===== src/rtl/rx_frame_classifier.sv =====
module rx_frame_classifier #(
  parameter int CNT_W     = 16,
  parameter int MAX_LEN   = 1518,
  parameter int WDOG_LEN  = 2048,
  parameter int SLOT      = 64,
  parameter int MIN_FRAME = 64,
  parameter int HDR_MIN   = 14,
  parameter int TYPE_MAX  = 1500,
  parameter int LT_POS    = 12
) (
  input  logic       clk,
  input  logic       rst_n,
  input  logic       mii_dv,
  input  logic       mii_er,
  input  logic       mii_col,
  input  logic [3:0] mii_rxd,
  output logic       stat_valid,
  output logic [7:0] stat_byte
);
  localparam logic [3:0]  SFD_NIB = 4'hD;
  localparam logic [31:0] POLY_R  = 32'hEDB88320;
  localparam logic [31:0] RESIDUE = 32'hDEBB20E3;
  localparam logic [CNT_W-1:0] CNT_MAX = {CNT_W{1'b1}};

  typedef enum logic [1:0] {S_IDLE, S_PRE, S_DATA} st_t;
  st_t st;

  logic [CNT_W-1:0] cnt;
  logic [31:0]      crc;
  logic [15:0]      lt;
  logic [3:0]       lo;
  logic             half, er_seen, late;

  function automatic logic [31:0] crc_byte(input logic [31:0] c, input logic [7:0] d);
    logic [31:0] r;
    r = c;
    for (int i = 0; i < 8; i++)
      r = (r[0] ^ d[i]) ? ((r >> 1) ^ POLY_R) : (r >> 1);
    return r;
  endfunction

  wire       fin     = (st != S_IDLE) && !mii_dv;
  wire [7:0] byte_in = {mii_rxd, lo};

  wire too_long = cnt > CNT_W'(MAX_LEN);
  wire wdog     = cnt > CNT_W'(WDOG_LEN);
  wire runt_hdr = cnt < CNT_W'(HDR_MIN);
  wire runt_min = cnt < CNT_W'(MIN_FRAME);
  wire typed    = !runt_hdr && (lt > 16'(TYPE_MAX));
  wire crc_bad  = crc != RESIDUE;
  wire crc_flag = !(runt_min || late || wdog) && (crc_bad || er_seen);
  wire dribble  = half && !late;

  wire [7:0] summary = {too_long, late, typed, wdog, er_seen, dribble, crc_flag, 1'b0};

  always_ff @(posedge clk) begin
    if (!rst_n) begin
      st         <= S_IDLE;
      cnt        <= '0;
      crc        <= '1;
      lt         <= '0;
      lo         <= '0;
      half       <= 1'b0;
      er_seen    <= 1'b0;
      late       <= 1'b0;
      stat_valid <= 1'b0;
      stat_byte  <= '0;
    end else begin
      stat_valid <= 1'b0;
      if (fin) begin
        stat_valid <= 1'b1;
        stat_byte  <= summary;
        st         <= S_IDLE;
      end else begin
        case (st)
          S_IDLE: if (mii_dv) begin
            cnt     <= '0;
            crc     <= '1;
            lt      <= '0;
            half    <= 1'b0;
            late    <= 1'b0;
            er_seen <= mii_er;
            st      <= (mii_rxd == SFD_NIB) ? S_DATA : S_PRE;
          end
          S_PRE: begin
            if (mii_er) er_seen <= 1'b1;
            if (mii_rxd == SFD_NIB) st <= S_DATA;
          end
          S_DATA: begin
            if (mii_er) er_seen <= 1'b1;
            if (mii_col && cnt >= CNT_W'(SLOT)) late <= 1'b1;
            if (!half) begin
              lo   <= mii_rxd;
              half <= 1'b1;
            end else begin
              half <= 1'b0;
              crc  <= crc_byte(crc, byte_in);
              if (cnt != CNT_MAX) cnt <= cnt + 1'b1;
              if (cnt == CNT_W'(LT_POS))     lt[15:8] <= byte_in;
              if (cnt == CNT_W'(LT_POS + 1)) lt[7:0]  <= byte_in;
            end
          end
          default: st <= S_IDLE;
        endcase
      end
    end
  end
endmodule


===== config.mk =====
export PLATFORM = sky130hd
export DESIGN_NAME = rx_frame_classifier
export DESIGN_NICKNAME = d
export VERILOG_FILES = /design/src/rtl/rx_frame_classifier.sv
export SDC_FILE = /design/constraint.sdc
export NUM_CORES = 1
export LEC_CHECK = 0
export BUFFER_PORTS_ARGS = -buffer_cell sky130_fd_sc_hd__clkbuf_2
export CAP_MARGIN = 20
export CORE_MARGIN = 4
export CORE_UTILIZATION = 31
export DETAILED_ROUTE_END_ITERATION = 7
export GPL_TIMING_DRIVEN = 1
export SYNTH_ARGS = -nofsm -noshare
export SYNTH_HDL_FRONTEND = slang
export SYNTH_SLANG_ARGS = --single-unit

===== constraint.sdc =====
create_clock -name clk -period 2.39 [get_ports clk]
set_clock_uncertainty 0.05 [all_clocks]
set_input_delay 0.1195 -clock clk [delete_from_list [all_inputs] [get_ports clk]]
set_output_delay 0.1195 -clock clk [all_outputs]
set_load 0.01 [all_outputs]

== Yosys cells after proc, flatten, opt, wreduce, memory -nomap -nowiden ==
Index checks and enable logic that the tools add are counted.

* Input bits: 9
* Output and inout bits: 9
* Word-level logic and storage cells: 112
* Bits in registers: 81

* Bitwise gates (word level): 20
* Muxes and demuxes: 32
* Add/subtract/negate cells: 1
* Equal/unequal tests: 15
* Reduce and logical (&&, ||, !) cells: 27
* Order comparisons: 6

{| class="wikitable"
|+ Operators with widths
! kind !! count
|-
| $mux 32 || 10
|-
| $not 13->14 || 8
|-
| $mux 16 || 4
|-
| $pmux 16 s2 || 2
|-
| $pmux 32 s2 || 1
|-
| $eq 16x4->1 const B || 2
|-
| $gt 16x11->1 const B || 2
|-
| $ne 32x32->1 const B || 1
|-
| $add 16x1->16 const B || 1
|-
| $ge 16x7->1 const B || 1
|-
| $gt 16x12->1 const B || 1
|-
| $lt 16x4->1 const B || 1
|-
| $lt 16x7->1 const B || 1
|-
| $mux 8 || 2
|-
| $ne 16x16->1 const B || 1
|-
| $reduce_and 5->1 || 3
|-
| $ne 2x2->1 const B || 7
|-
| $reduce_and 4->1 || 3
|-
| $reduce_and 3->1 || 3
|-
| $xor 1x1->1 || 8
|-
| $mux 1 || 6
|-
| $mux 2 || 3
|-
| $pmux 1 s2 || 3
|-
| $pmux 2 s3 || 1
|-
| 11 further kinds || 26
|}

== Longest topological paths before layout ==
Gate-level depths: netlist of the first run.

* Depth in word-level cells: 18
* Mapped depth: 10

== Worst setup path after synthesis of the first run ==
Ideal clock, no wire load.

* Path type: reg-to-reg
* Start point: reg st[0]
* End point: reg cnt[7]
* Cell stages (with the launch flop): 10
* Buffers on the path: 2
* Data arrival time: 2.223 ns
* Slack: 0.046 ns
* Period minus slack after synthesis: 2.344 ns
* Cells stage by stage: dfxtp_1 inv_1 ha_1 clkbuf_1 mux2_2 and2_1 buf_2 nand4_1 or4_2 a21oi_1

* Longest elaborated chain between the ends: 4
* Elaborated cells between the ends (all ways): 11
* Those cells by class: 4 x eq/ne; 1 x mux; 1 x bitwise; 5 x reduce/logical

{| class="wikitable"
|+ RTL lines
! element !! line !! text
|-
| start, declared || 26 || <nowiki>st_t st;</nowiki>
|-
| start signal, assigned || 83 || <nowiki>st <= (mii_rxd == SFD_NIB) ? S_DATA : S_PRE;</nowiki>
|-
| parallel branches: the longest is 4 deep, another holds $reduce_and 5->1 || -- ||
|-
| end signal, assigned || 98 || <nowiki>if (cnt != CNT_MAX) cnt <= cnt + 1'b1;</nowiki>
|-
| end, declared || 28 || <nowiki>logic [CNT_W-1:0] cnt;</nowiki>
|}

Several ways; the timed one is not identified.
A chain may end at the register's enable or synchronous reset.

== Worst setup path after layout of the first run ==
* Start point: reg st[0]
* End point: reg cnt[13]

The elaborated chain is that of the path after synthesis.

==> flow_summary.html, run 1 <==
<table>
<tr><th>Metric</th><th>Value</th></tr>
<tr><th colspan="2">Synthesis</th></tr>
<tr><td>Top cell types by occurrence after synthesis</td><td>81 x dfxtp_1, 46 x xnor2_1, 41 x a21oi_1, 41 x nand2_1, 31 x nor2_1</td></tr>
<tr><td>Average size of a mapped cell</td><td>8.79 um2</td></tr>
<tr><td>Post-Synthesis Cells</td><td>483</td></tr>
<tr><td>Count of state elements after synthesis</td><td>81</td></tr>
<tr><td>Cell variety after synth</td><td>56</td></tr>
<tr><td>Synthesis warning total</td><td>0</td></tr>
<tr><td>Most used flip-flop cell after synthesis</td><td>dfxtp_1</td></tr>
<tr><td>Cell type with the highest aggregate area in the netlist</td><td>dfxtp_1</td></tr>
<tr><td>Sequential area share after synthesis</td><td>38.2%</td></tr>
<tr><td>Most numerous cell in the Yosys netlist</td><td>dfxtp_1</td></tr>
<tr><td>Cell area after synthesis</td><td>4250 um2</td></tr>
<tr><td>Post-synthesis async set-or-reset flop share</td><td>0%</td></tr>
<tr><td>Portion of synthesized cell area occupied by the leading cell type</td><td>38.2%</td></tr>
<tr><td>Net Count, Synth</td><td>499</td></tr>
<tr><td>Top post-synthesis cells by area</td><td>dfxtp_1 38%, xnor2_1 9.5%, a21oi_1 4.8%</td></tr>
<tr><td>Number of flops mapped to enable cells by yosys</td><td>0</td></tr>
<tr><th colspan="2">Layout</th></tr>
<tr><td>Layout Cell Area excl Fill</td><td>5030 um2</td></tr>
<tr><td>Number of fill cells in the layout</td><td>1365</td></tr>
<tr><td>Final layout net count</td><td>531</td></tr>
<tr><td>Layout cell share with drive strength beyond 1</td><td>14.6%</td></tr>
<tr><td>Area used by sequential logic in the layout</td><td>1620 um2</td></tr>
<tr><td>Layout-stage area growth over the synthesis result</td><td>18.6%</td></tr>
<tr><td>Area taken by multi-input logic gates</td><td>2460 um2</td></tr>
<tr><td>Filler-free cell count of the finished design</td><td>696</td></tr>
<tr><td>Number of antenna cells inserted</td><td>0</td></tr>
<tr><th colspan="2">Timing</th></tr>
<tr><td>Final setup violation count</td><td>0</td></tr>
<tr><td>Final Max Tran Viols</td><td>0</td></tr>
<tr><td>Final hold slack</td><td>70.3 ps</td></tr>
<tr><td>Pin slew with the least headroom to its limit</td><td>845 ps</td></tr>
<tr><td>Final critical delay including setup and external delays</td><td>2290 ps</td></tr>
<tr><td>Fmax</td><td>0.438 GHz</td></tr>
<tr><td>Count of endpoints failing hold in the final timing report</td><td>0</td></tr>
<tr><td>Post-route clock period utilization</td><td>95.6%</td></tr>
<tr><td>Relative slew slack</td><td>43.3%</td></tr>
<tr><th colspan="2">Setup path</th></tr>
<tr><td>Critical Path Sink Type</td><td>register</td></tr>
<tr><td>Cell family contributing the most delay on the critical path</td><td>simple AND/OR/NAND/NOR gates</td></tr>
<tr><td>Number of buffer and inverter instances along the worst setup path</td><td>2</td></tr>
<tr><td>CP required</td><td>2610 ps</td></tr>
<tr><td>Slowest cell on the critical path</td><td>or4_1</td></tr>
<tr><td>Worst Path Class, Setup</td><td>register to register</td></tr>
<tr><td>CP Cell Sequence</td><td>inv_1 -&gt; ha_1 -&gt; mux2_2 -&gt; and2_1 -&gt; nand4_1 -&gt; buf_4 -&gt; or4_1 -&gt; a21oi_1</td></tr>
<tr><td>Crit-path max cell delay</td><td>470 ps</td></tr>
<tr><td>Crit path launch type</td><td>register</td></tr>
<tr><td>Max Fanout on Critical Path</td><td>6</td></tr>
<tr><td>RR Startpoint</td><td>st[0]$_SDFFE_PP0P_</td></tr>
<tr><td>CP Launch Point</td><td>st[0]$_SDFFE_PP0P_</td></tr>
<tr><td>Arr. time, crit path</td><td>2510 ps</td></tr>
<tr><th colspan="2">Pwr</th></tr>
<tr><td>Combinational cell fraction of total power</td><td>9.0%</td></tr>
<tr><td>Net switching power</td><td>745 uW</td></tr>
<tr><td>Power per cell area</td><td>646 nW/um2</td></tr>
<tr><td>Net switching fraction of the power</td><td>22.9%</td></tr>
<tr><td>Fraction of power consumed by the clock network</td><td>49.1%</td></tr>
<tr><td>Leakage power total</td><td>1.80 nW</td></tr>
<tr><td>Cell internal power dissipation</td><td>2.51 mW</td></tr>
<tr><td>Worst-case vdd ir drop</td><td>359 uV</td></tr>
<tr><td>Relative contribution of sequential cells to total power</td><td>41.9%</td></tr>
<tr><th colspan="2">Die</th></tr>
<tr><td>Total die area</td><td>15600 um2</td></tr>
<tr><td>Die Width</td><td>125 um</td></tr>
<tr><td>Core Box Area</td><td>13300 um2</td></tr>
<tr><td>Starting density of the core</td><td>31.8%</td></tr>
<tr><td># IOs</td><td>18</td></tr>
<tr><td>Row count</td><td>42</td></tr>
<tr><td>Die Y</td><td>125 um</td></tr>
<tr><th colspan="2">Min path</th></tr>
<tr><td>Min-delay worst type</td><td>primary input to register</td></tr>
<tr><td>Worst Hold Launch</td><td>mii_rxd[0]</td></tr>
<tr><th colspan="2">Clocking</th></tr>
<tr><td>Clock latency of the later-clocked register in the worst-skew pair</td><td>350 ps</td></tr>
<tr><td>Clock tree from TritonCTS</td><td>done</td></tr>
<tr><td>CTS buffer count</td><td>9</td></tr>
<tr><td>CTS Root Cell</td><td>clkbuf_16</td></tr>
<tr><td>Clock slew at the register clock pins of the worst setup and hold paths</td><td>70 ps</td></tr>
<tr><td>Clk sink count</td><td>81</td></tr>
<tr><td>Buffers from clock root to sink, at most</td><td>2</td></tr>
<tr><td>Deepest level of the CTS H-tree</td><td>3</td></tr>
<tr><th colspan="2">Drt</th></tr>
<tr><td>Routed wirelength normalized by instance count</td><td>15.6 um</td></tr>
<tr><td>Vias/cell</td><td>5.18</td></tr>
<tr><td>Vias post-DR</td><td>3605</td></tr>
<tr><td>Remaining DRCs</td><td>0</td></tr>
<tr><td>Starting DRC count in detailed routing</td><td>283</td></tr>
<tr><td>DRT Pass-1 Iters</td><td>4</td></tr>
<tr><td>Antenna Violating Nets Remaining</td><td>0</td></tr>
<tr><td>Wire length reported by the detailed router</td><td>10.8 mm</td></tr>
<tr><th colspan="2">GRT</th></tr>
<tr><td>Maximum number of pins on one net before global-route repair</td><td>37</td></tr>
<tr><td>Global-route wire length before repair</td><td>17.8 mm</td></tr>
<tr><td>Number of antenna violations at the first check in global routing</td><td>0</td></tr>
<tr><td>Sum of overflow across all layers after global routing</td><td>0</td></tr>
<tr><td>Combined global-route utilization of all metal layers</td><td>14.0%</td></tr>
<tr><td>Vias in the first global route</td><td>3384</td></tr>
<tr><th colspan="2">Placement</th></tr>
<tr><td>Post-detail-place hpwl</td><td>7.77 mm</td></tr>
<tr><td>Placed cell count</td><td>675</td></tr>
<tr><td>IO buf count</td><td>16</td></tr>
<tr><td>Area after detailed placement</td><td>4630 um2</td></tr>
<tr><td>Routability congestion estimate</td><td>0.834</td></tr>
<tr><th colspan="2">Run</th></tr>
<tr><td>Number of violations of the max-capacitance limit</td><td>0</td></tr>
<tr><th colspan="2">Outcome</th></tr>
<tr><td>Outcome</td><td>finished, final reports clean</td></tr>
</table>
==> per-stage QoR <==
stage,TNS [ps],power [mW],setup WS [ps],util [%]
after detailed placement,0,1.68,46.8,34.7
after CTS,0,3.29,23.9,37.4
after global placement,0,1.68,87.2,34.7
after global routing,-12.0,3.38,-12.0,37.7
final,0,3.25,105,37.7
after floorplan,0,1.59,46.4,-
==> registers in the layout (all words and copies together), names as in the netlist <==
register    flops
late            1
crc            32
st              2
half            1
lo              4
stat_valid      1
cnt            16
er_seen         1
lt             16
stat_byte       7
==> cell families (layout without fill, tap and decap cells) <==
family | count (synthesis) | count (layout) | share of synthesized area, %
AND/OR/NAND/NOR | 163 | 163 | 21.2
AO/OA/AOI/OAI | 114 | 114 | 16.5
flip-flops | 81 | 81 | 38.2
XOR/XNOR | 68 | 68 | 16.1
buffers and inverters | 42 | 79 | 4.27
adder cells (fa/ha/maj) | 7 | 7 | 2.06
multiplexers | 7 | 7 | 1.68
other | 1 | 1 | 0.0883
==> worst min-delay path, stage by stage <==
cell and delay (ps):
clkbuf_2 150, nand2_1 80, a21oi_1 60
==> per-layer routing <==
layer	routed length (um)	vias up	global-route usage, %
li1	-	1799	-
met1	4980	1754	18.2
met2	5420	46	23.1
met3	356	6	3.54
met4	83	0	4.02
met5	0	-	0
==> path summary, 6_finish.rpt <==
kind                               end  slack, ps  cells after the start
min                 lt[4]$_SDFFE_PN0P_         70                      3
min reg2reg  stat_byte[1]$_SDFFE_PN0P_        420                      2
max               cnt[13]$_SDFFE_PN0P_        100                      8
max reg2reg       cnt[13]$_SDFFE_PN0P_        100                      8
==> cells in the final DEF, fill, tap and decap left out, drive strengths merged, types with 5 or more instances in the layout <==
| cell type | instances |
|---|---|
| nor2 | 31 |
| mux2i | 6 |
| o22a | 6 |
| buf | 31 |
| a31oi | 11 |
| o22ai | 8 |
| nand3 | 28 |
| ha | 7 |
| a211oi | 5 |
| clkbuf | 26 |
| nand4 | 7 |
| a21oi | 41 |
| and3 | 6 |
| inv | 15 |
| or4 | 14 |
| o21ai | 19 |
| o31ai | 10 |
| xor2 | 16 |
| nand2 | 41 |
| xnor2 | 46 |
| dfxtp | 81 |
==> power groups by stage <==
stage	Clock, mW	Sequential (mW)	Combinational (mW)
after floorplan	0	1.39	0.203
after detailed placement	0	1.39	0.288
after global routing	1.70	1.36	0.319
after CTS	1.64	1.36	0.292
final	1.60	1.36	0.293
after global placement	0	1.39	0.284
==> cell type report <==
class	count	share of cell area [%]
multi-input combinational	360	48.9
sequential	81	32.2
timing repair buffer	49	6.61
clock buffer	10	4.55
tap	176	4.37
clock inverter	6	2.29
inverter	14	1.04
==> repair_timing <==
action / CTS / global route
buffers inserted: 0 / 3
resized for setup: 0 / 3
setup endpoints to repair: 0 / 16
hold buffers: 2 / 0
hold endpoints to repair: 2 / 0
No activity file was read; power rests on OpenSTA's default activity.
==> run 2: changes to the inputs <==
--- a/config.mk
+++ b/config.mk
@@ -8,9 +8,10 @@
 export BUFFER_PORTS_ARGS = -buffer_cell sky130_fd_sc_hd__clkbuf_2
 export CAP_MARGIN = 20
 export CORE_MARGIN = 4
-export CORE_UTILIZATION = 31
+export CORE_UTILIZATION = 54
 export DETAILED_ROUTE_END_ITERATION = 7
 export GPL_TIMING_DRIVEN = 1
+export PLACE_DENSITY = 0.74
 export SYNTH_ARGS = -nofsm -noshare
 export SYNTH_HDL_FRONTEND = slang
 export SYNTH_SLANG_ARGS = --single-unit
==> flow_summary.html, run 2 (synthesis results as in run 1) <==
<table>
<tr><th>Metric</th><th>Value</th></tr>
<tr><th colspan="2">Outcome</th></tr>
<tr><td>Outcome</td><td>finished, final reports clean</td></tr>
<tr><th colspan="2">Drt</th></tr>
<tr><td>Wire length reported by the detailed router</td><td>10.4 mm (-3.6%)</td></tr>
<tr><td>Antenna Violating Nets Remaining</td><td>0 (unchanged)</td></tr>
<tr><td>Vias/cell</td><td>5.89 (+14%)</td></tr>
<tr><td>Starting DRC count in detailed routing</td><td>160 (-43%)</td></tr>
<tr><td>Remaining DRCs</td><td>0 (unchanged)</td></tr>
<tr><td>Vias post-DR</td><td>3648 (+1.2%)</td></tr>
<tr><td>DRT Pass-1 Iters</td><td>4 (unchanged)</td></tr>
<tr><td>Routed wirelength normalized by instance count</td><td>16.9 um (+8.4%)</td></tr>
<tr><th colspan="2">GRT</th></tr>
<tr><td>Combined global-route utilization of all metal layers</td><td>22.7% (+8.7 points)</td></tr>
<tr><td>Sum of overflow across all layers after global routing</td><td>0 (unchanged)</td></tr>
<tr><td>Maximum number of pins on one net before global-route repair</td><td>37 (unchanged)</td></tr>
<tr><td>Number of antenna violations at the first check in global routing</td><td>0 (unchanged)</td></tr>
<tr><td>Global-route wire length before repair</td><td>17.4 mm (-2.1%)</td></tr>
<tr><td>Vias in the first global route</td><td>3546 (+4.8%)</td></tr>
<tr><th colspan="2">Layout</th></tr>
<tr><td>Register with the highest flop count</td><td>crc</td></tr>
<tr><td>Filler-free cell count of the finished design</td><td>619 (-11%)</td></tr>
<tr><td>Post-Route Utilization</td><td>62.0% (+24 points)</td></tr>
<tr><td>Flip-flop count of the largest register after layout</td><td>32 (unchanged)</td></tr>
<tr><td>Top Registers</td><td>crc x32, cnt x16, lt x16</td></tr>
<tr><td>Final layout net count</td><td>528 (-0.56%)</td></tr>
<tr><td>Layout cell share with drive strength beyond 1</td><td>13.7% (-0.88 points)</td></tr>
<tr><td>Leading cell types in the layout, fill and taps excluded</td><td>81 x dfxtp_1, 46 x xnor2_1, 41 x a21oi_1, 41 x nand2_1, 31 x nor2_1</td></tr>
<tr><td>Number of antenna cells inserted</td><td>0 (unchanged)</td></tr>
<tr><td>Layout-stage area growth over the synthesis result</td><td>12.2%</td></tr>
<tr><td>Layout Cell Area excl Fill</td><td>4760 um2 (-5.4%)</td></tr>
<tr><td>Most common cell after layout, fill and taps aside</td><td>dfxtp_1</td></tr>
<tr><th colspan="2">Pwr</th></tr>
<tr><td>Worst-case vdd ir drop</td><td>349 uV (-2.9%)</td></tr>
<tr><td>Overall power consumption</td><td>2.66 mW (-18%)</td></tr>
<tr><td>Power per cell area</td><td>559 nW/um2 (-13%)</td></tr>
<tr><td>Leakage power total</td><td>1.72 nW (-4.7%)</td></tr>
<tr><th colspan="2">Clocking</th></tr>
<tr><td>Deepest level of the CTS H-tree</td><td>3 (unchanged)</td></tr>
<tr><td>Number of post-CTS setup repair buffers</td><td>0 (unchanged)</td></tr>
<tr><td>Clock latency of the later-clocked register in the worst-skew pair</td><td>360 ps (about the same)</td></tr>
<tr><td>Clock slew at the register clock pins of the worst setup and hold paths</td><td>90 ps (+20 ps)</td></tr>
<tr><td>Clock tree from TritonCTS</td><td>done</td></tr>
<tr><td>CTS Root Cell</td><td>clkbuf_8</td></tr>
<tr><td>CTS buffer count</td><td>9 (unchanged)</td></tr>
<tr><td>Clk sink count</td><td>81 (unchanged)</td></tr>
<tr><td>Buffers from clock root to sink, at most</td><td>2 (unchanged)</td></tr>
<tr><th colspan="2">Placement</th></tr>
<tr><td>Area after detailed placement</td><td>4540 um2 (-2.0%)</td></tr>
<tr><td>IO buf count</td><td>16 (unchanged)</td></tr>
<tr><td>Post-detail-place hpwl</td><td>7.40 mm (-4.7%)</td></tr>
<tr><td>Routability congestion estimate</td><td>0.904 (+8.5%)</td></tr>
<tr><td>Placed cell count</td><td>601 (-11%)</td></tr>
<tr><th colspan="2">Timing</th></tr>
<tr><td>Post-route clock period utilization</td><td>96.4% (+0.76 points)</td></tr>
<tr><td>Final critical delay including setup and external delays</td><td>2300 ps (+18.3 ps)</td></tr>
<tr><td>Count of endpoints failing hold in the final timing report</td><td>0 (unchanged)</td></tr>
<tr><td>Unrepaired setup endpoints after global routing</td><td>false</td></tr>
<tr><td>Relative slew slack</td><td>46.5% (+3.2 points)</td></tr>
<tr><td>Fmax</td><td>0.434 GHz (-0.79%)</td></tr>
<tr><td>Pin slew with the least headroom to its limit</td><td>797 ps (-48.1 ps)</td></tr>
<tr><td>Final Max Tran Viols</td><td>0 (unchanged)</td></tr>
<tr><td>TNS Setup</td><td>0 ps (unchanged)</td></tr>
<tr><td>Final setup violation count</td><td>0 (unchanged)</td></tr>
<tr><th colspan="2">Min path</th></tr>
<tr><td>Min-delay worst type</td><td>primary input to register</td></tr>
<tr><td>Worst Hold Launch</td><td>mii_rxd[0]</td></tr>
<tr><th colspan="2">Setup path</th></tr>
<tr><td>Max Fanout on Critical Path</td><td>6 (unchanged)</td></tr>
<tr><td>Crit path launch type</td><td>register</td></tr>
<tr><td>Worst Path Class, Setup</td><td>register to register</td></tr>
<tr><td>RR Startpoint</td><td>lo[2]$_SDFFE_PN0P_</td></tr>
<tr><td>Arr. time, crit path</td><td>2490 ps (-20 ps)</td></tr>
<tr><td>Critical Path Sink Type</td><td>register</td></tr>
<tr><td>CP required</td><td>2570 ps (-40 ps)</td></tr>
<tr><td>CP Launch Point</td><td>lo[2]$_SDFFE_PN0P_</td></tr>
<tr><th colspan="2">Run</th></tr>
<tr><td>Number of violations of the max-capacitance limit</td><td>0 (unchanged)</td></tr>
<tr><th colspan="2">Die</th></tr>
<tr><td># IOs</td><td>18 (unchanged)</td></tr>
<tr><td>Die Width</td><td>96.7 um (-23%)</td></tr>
<tr><td>Row count</td><td>32 (-24%)</td></tr>
<tr><td>Starting density of the core</td><td>55.2% (+23 points)</td></tr>
<tr><td>Die Y</td><td>96.7 um (-23%)</td></tr>
<tr><td>Core Box Area</td><td>7690 um2 (-42%)</td></tr>
<tr><td>Total die area</td><td>9350 um2 (-40%)</td></tr>
</table>
run 2: cell types whose count changed in the layout (fill, tap and decap cells not counted), moves of 2 or more:
cell       delta
clkbuf_8     +10
clkbuf_16     -9
buf_4         -3
bufinv_16     -2
clkinv_2      +2
run 2: worst paths after layout:
path | slack [ps] | cells past startpoint | to
worst max-delay path | 90 | 5 | crc[19]$_SDFFE_PN1P_
worst min-delay path | 10 | 3 | lt[4]$_SDFFE_PN0P_
worst max register to register | 90 | 5 | crc[19]$_SDFFE_PN1P_
worst min register to register | 420 | 2 | stat_byte[7]$_SDFFE_PN0P_
run 2: repair_timing:
| item | CTS | global route |
|---|---|---|
| endpoints found under the setup margin | 0 | 12 |
| endpoints found under the hold margin | 2 | 0 |
| hold buffers | 2 | 0 |
| resized for setup | 0 | 2 |
run 2: routing by layer:
metal / GRT usage, % / vias to the layer above / wire length (um) / share of wire [%]
met2: 37.1 / 70 / 5050 / 48
met4: 8.53 / 0 / 242 / 2.3
met1: 29.4 / 1775 / 4710 / 45
met3: 5.05 / 23 / 447 / 4.3
li1: - / 1780 / - / -
met5: 0 / - / 0 / 0
run 2: through the flow:
stage	worst slack, ps	hold WS (ps)
after floorplan	46.4	187
after global placement	106	279
after detailed placement	63.7	282
after CTS	55.2	3.08
after global routing	6.91	58.7
final	86.7	11.7
run 2: final cells by class:
class                      instances  area [um2]
fill                             700        2920
multi-input combinational        360        2450
sequential                        81        1620
timing repair buffer              46         310
clock buffer                      11         141
tap                              102         128
clock inverter                     5        55.1
inverter                          14        52.6
run 2: power by group:
group | switching (mW) | total, mW | internal [mW]
combinational | 0.174 | 0.296 | 0.122
sequential | 0.00550 | 1.36 | 1.35
clock | 0.498 | 1.01 | 0.508
run 2: critical path, stage by stage (launching register included):
cell and delay [ps]:
dfxtp_1 370, xnor2_1 660, xnor3_1 620, xor2_1 240, xnor2_1 160, a21oi_1 90
==> run 3: changes to the inputs <==
--- a/config.mk
+++ b/config.mk
@@ -12,6 +12,7 @@
 export DETAILED_ROUTE_END_ITERATION = 7
 export GPL_TIMING_DRIVEN = 1
 export PLACE_DENSITY = 0.74
+export REMOVE_ABC_BUFFERS = 1
 export SYNTH_ARGS = -nofsm -noshare
 export SYNTH_HDL_FRONTEND = slang
 export SYNTH_SLANG_ARGS = --single-unit
==> flow_summary.html, run 3 (synthesis results as in run 1) <==
<table>
<tr><th>Metric</th><th>Value</th></tr>
<tr><th colspan="2">Outcome</th></tr>
<tr><td>Outcome</td><td>finished, final reports clean</td></tr>
<tr><th colspan="2">Setup path</th></tr>
<tr><td>RR Startpoint</td><td>cnt[8]$_SDFFE_PN0P_</td></tr>
<tr><td>Depth of the worst register-to-register path</td><td>5 (unchanged)</td></tr>
<tr><td>Worst Path Class, Setup</td><td>register to register</td></tr>
<tr><td>Crit path launch type</td><td>register</td></tr>
<tr><td>R2r endpoint</td><td>lt[5]$_SDFFE_PN0P_</td></tr>
<tr><td>Max Fanout on Critical Path</td><td>7 (+1)</td></tr>
<tr><td>Critical Path Sink Type</td><td>register</td></tr>
<tr><td>Arr. time, crit path</td><td>2570 ps (+80 ps)</td></tr>
<tr><td>R2r setup slk</td><td>50 ps (-30 ps)</td></tr>
<tr><td>CP required</td><td>2630 ps (+60 ps)</td></tr>
<tr><th colspan="2">Clocking</th></tr>
<tr><td>Deepest level of the CTS H-tree</td><td>3 (unchanged)</td></tr>
<tr><td>Clock tree from TritonCTS</td><td>done</td></tr>
<tr><td>CTS Root Cell</td><td>clkbuf_8</td></tr>
<tr><td>Clk sink count</td><td>81 (unchanged)</td></tr>
<tr><td>Clock slew at the register clock pins of the worst setup and hold paths</td><td>90 ps (about the same)</td></tr>
<tr><td>Buffers from clock root to sink, at most</td><td>2 (unchanged)</td></tr>
<tr><td>Clock latency of the later-clocked register in the worst-skew pair</td><td>360 ps (about the same)</td></tr>
<tr><td>CTS buffer count</td><td>9 (unchanged)</td></tr>
<tr><th colspan="2">Drt</th></tr>
<tr><td>Starting DRC count in detailed routing</td><td>251 (+57%)</td></tr>
<tr><td>Vias post-DR</td><td>3707 (+1.6%)</td></tr>
<tr><td>Routed wirelength normalized by instance count</td><td>16.9 um (+0.19%)</td></tr>
<tr><td>DRT Pass-1 Iters</td><td>4 (unchanged)</td></tr>
<tr><td>Topmost layer with routed signal wires</td><td>met4</td></tr>
<tr><td>Routed wire length on met3</td><td>503 um (+13%)</td></tr>
<tr><td>Vias/cell</td><td>5.96 (+1.1%)</td></tr>
<tr><td>Remaining DRCs</td><td>0 (unchanged)</td></tr>
<tr><td>Wire length reported by the detailed router</td><td>10.5 mm (+0.68%)</td></tr>
<tr><td>Met1 routed wirelength after detailed routing</td><td>4.89 mm (+3.9%)</td></tr>
<tr><td>Antenna Violating Nets Remaining</td><td>0 (unchanged)</td></tr>
<tr><td>Wire length on met2</td><td>4.83 mm (-4.4%)</td></tr>
<tr><th colspan="2">GRT</th></tr>
<tr><td>Vias in the first global route</td><td>3461 (-2.4%)</td></tr>
<tr><td>Global-route wire length before repair</td><td>17.5 mm (+0.79%)</td></tr>
<tr><td>Number of antenna violations at the first check in global routing</td><td>0 (unchanged)</td></tr>
<tr><td>Maximum number of pins on one net before global-route repair</td><td>37 (unchanged)</td></tr>
<tr><td>Sum of overflow across all layers after global routing</td><td>0 (unchanged)</td></tr>
<tr><td>Combined global-route utilization of all metal layers</td><td>22.9% (+0.22 points)</td></tr>
<tr><th colspan="2">Placement</th></tr>
<tr><td>Post-detail-place hpwl</td><td>7.43 mm (+0.41%)</td></tr>
<tr><td>Routability congestion estimate</td><td>0.872 (-3.5%)</td></tr>
<tr><td>IO buf count</td><td>16 (unchanged)</td></tr>
<tr><th colspan="2">Timing</th></tr>
<tr><td>Final hold slack</td><td>19.1 ps (+7.44 ps)</td></tr>
<tr><td>Final critical delay including setup and external delays</td><td>2340 ps (+31.9 ps)</td></tr>
<tr><td>Final Max Tran Viols</td><td>0 (unchanged)</td></tr>
<tr><td>Final setup violation count</td><td>0 (unchanged)</td></tr>
<tr><td>Unrepaired setup endpoints after global routing</td><td>false</td></tr>
<tr><td>Pin slew with the least headroom to its limit</td><td>724 ps (-73.2 ps)</td></tr>
<tr><td>Relative slew slack</td><td>51.6% (+5.1 points)</td></tr>
<tr><td>Post-route clock period utilization</td><td>97.7% (+1.3 points)</td></tr>
<tr><td>TNS Setup</td><td>0 ps (unchanged)</td></tr>
<tr><td>Count of endpoints failing hold in the final timing report</td><td>0 (unchanged)</td></tr>
<tr><td>Fmax</td><td>0.428 GHz (-1.4%)</td></tr>
<tr><th colspan="2">Die</th></tr>
<tr><td>Total die area</td><td>9350 um2 (unchanged)</td></tr>
<tr><td>Core Box Area</td><td>7690 um2 (unchanged)</td></tr>
<tr><td>Starting density of the core</td><td>55.2% (unchanged)</td></tr>
<tr><td>Die Width</td><td>96.7 um (unchanged)</td></tr>
<tr><td>Row count</td><td>32 (unchanged)</td></tr>
<tr><td># IOs</td><td>18 (unchanged)</td></tr>
<tr><td>Die Y</td><td>96.7 um (unchanged)</td></tr>
<tr><th colspan="2">Min path</th></tr>
<tr><td>Cell depth of the worst hold path</td><td>2 (-1)</td></tr>
<tr><td>Worst min-delay path endpoint</td><td>crc[11]$_SDFFE_PN1P_</td></tr>
<tr><td>Worst Hold Launch</td><td>rst_n</td></tr>
<tr><td>Min-delay worst type</td><td>primary input to register</td></tr>
<tr><th colspan="2">Pwr</th></tr>
<tr><td>Worst-case vdd ir drop</td><td>319 uV (-8.8%)</td></tr>
<tr><td>Overall power consumption</td><td>2.57 mW (-3.4%)</td></tr>
<tr><td>Power per cell area</td><td>538 nW/um2 (-3.7%)</td></tr>
<tr><td>Leakage power total</td><td>1.73 nW (+0.71%)</td></tr>
<tr><th colspan="2">Layout</th></tr>
<tr><td>Top Registers</td><td>crc x32, cnt x16, lt x16</td></tr>
<tr><td>Post-Route Utilization</td><td>62.2% (+0.21 points)</td></tr>
<tr><td>Most common cell after layout, fill and taps aside</td><td>dfxtp_1</td></tr>
<tr><td>Layout-stage area growth over the synthesis result</td><td>12.6%</td></tr>
<tr><td>Number of antenna cells inserted</td><td>0 (unchanged)</td></tr>
<tr><td>Register with the highest flop count</td><td>crc</td></tr>
<tr><td>Layout cell share with drive strength beyond 1</td><td>14.2% (+0.50 points)</td></tr>
<tr><td>Final layout net count</td><td>532 (+0.76%)</td></tr>
<tr><td>Leading cell types in the layout, fill and taps excluded</td><td>81 x dfxtp_1, 46 x xnor2_1, 41 x a21oi_1, 41 x nand2_1</td></tr>
<tr><td>Flip-flop count of the largest register after layout</td><td>32 (unchanged)</td></tr>
<tr><td>Area used by sequential logic in the layout</td><td>1620 um2 (unchanged)</td></tr>
<tr><td>Area taken by multi-input logic gates</td><td>2450 um2 (unchanged)</td></tr>
<tr><td>Number of fill cells in the layout</td><td>667 (-4.7%)</td></tr>
<tr><th colspan="2">Run</th></tr>
<tr><td>Number of violations of the max-capacitance limit</td><td>0 (unchanged)</td></tr>
</table>
-- run 3: cell types whose count changed in the layout (fill, tap and decap cells not counted), sizes merged --
cell / change
buf: +4
bufinv: -1
clkinv: -1
inv: +1
-- run 3: per-stage QoR --
step | setup slack [ps] | cell area (um2) | std cells
2_1_floorplan | -713 | 4120 | 455
3_3_place_gp | 103 | 4570 | 603
3_5_place_dp | 43.9 | 4570 | 603
4_1_cts | 15.2 | 4760 | 620
5_1_grt | 14.9 | 4780 | 622
6_report | 54.8 | 4780 | 622
-- run 3: what timing repair did --
item / 4_1_cts / 5_1_grt
setup buffers: 0 / 2
endpoints found under the setup margin: 0 / 11
endpoints found under the hold margin: 2 / 0
gates resized for setup: 0 / 1
hold buffers: 2 / 0
-- run 3: how the worst max path moves through the flow --
stage | start | slack (ps) | end | cells past startpoint
6_report | cnt[8]$_SDFFE_PN0P_ | 50 | lt[5]$_SDFFE_PN0P_ | 5
5_1_grt | st[0]$_SDFFE_PP0P_ | 10 | cnt[7]$_SDFFE_PN0P_ | 7
4_1_cts | cnt[8]$_SDFFE_PN0P_ | 20 | lt[15]$_SDFFE_PN0P_ | 5
3_5_place_dp | cnt[8]$_SDFFE_PN0P_ | 40 | lt[15]$_SDFFE_PN0P_ | 5
3_3_place_gp | cnt[8]$_SDFFE_PN0P_ | 100 | lt[8]$_SDFFE_PN0P_ | 5
2_1_floorplan | st[0]$_SDFFE_PP0P_ | -710 | cnt[0]$_SDFFE_PN0P_ | 6
-- run 3: routing by layer --
metal / vias to the layer above / GRT usage [%]
li1: 1788 / -
met1: 1777 / 32.4
met2: 114 / 33.5
met3: 28 / 4.33
met4: 0 / 11.4
met5: - / 0
-- run 3: critical path, cell delays in order (launching register included) --
cell and delay (ps):
dfxtp_1 350, or4_4 540, or4_4 580, nor4_4 470
nand2_1 100, a21oi_1 180
-- run 3: cell type report --
| cell class | count | area share [%] |
|---|---|---|
| clock buffers | 11 | 2.96 |
| multi-input cells | 360 | 51.4 |
| well taps | 102 | 2.67 |
| repair buffers | 50 | 7.38 |
| clock inverters | 4 | 0.602 |
| flip-flops and latches | 81 | 33.9 |
| inverters | 14 | 1.10 |
-- run 3: power by group --
part           switching (mW)  leakage (nW)  internal [mW]
combinational           0.171         0.992          0.122
clock                   0.514        0.0818          0.402
sequential            0.00520         0.654           1.35
total                   0.691          1.73           1.88
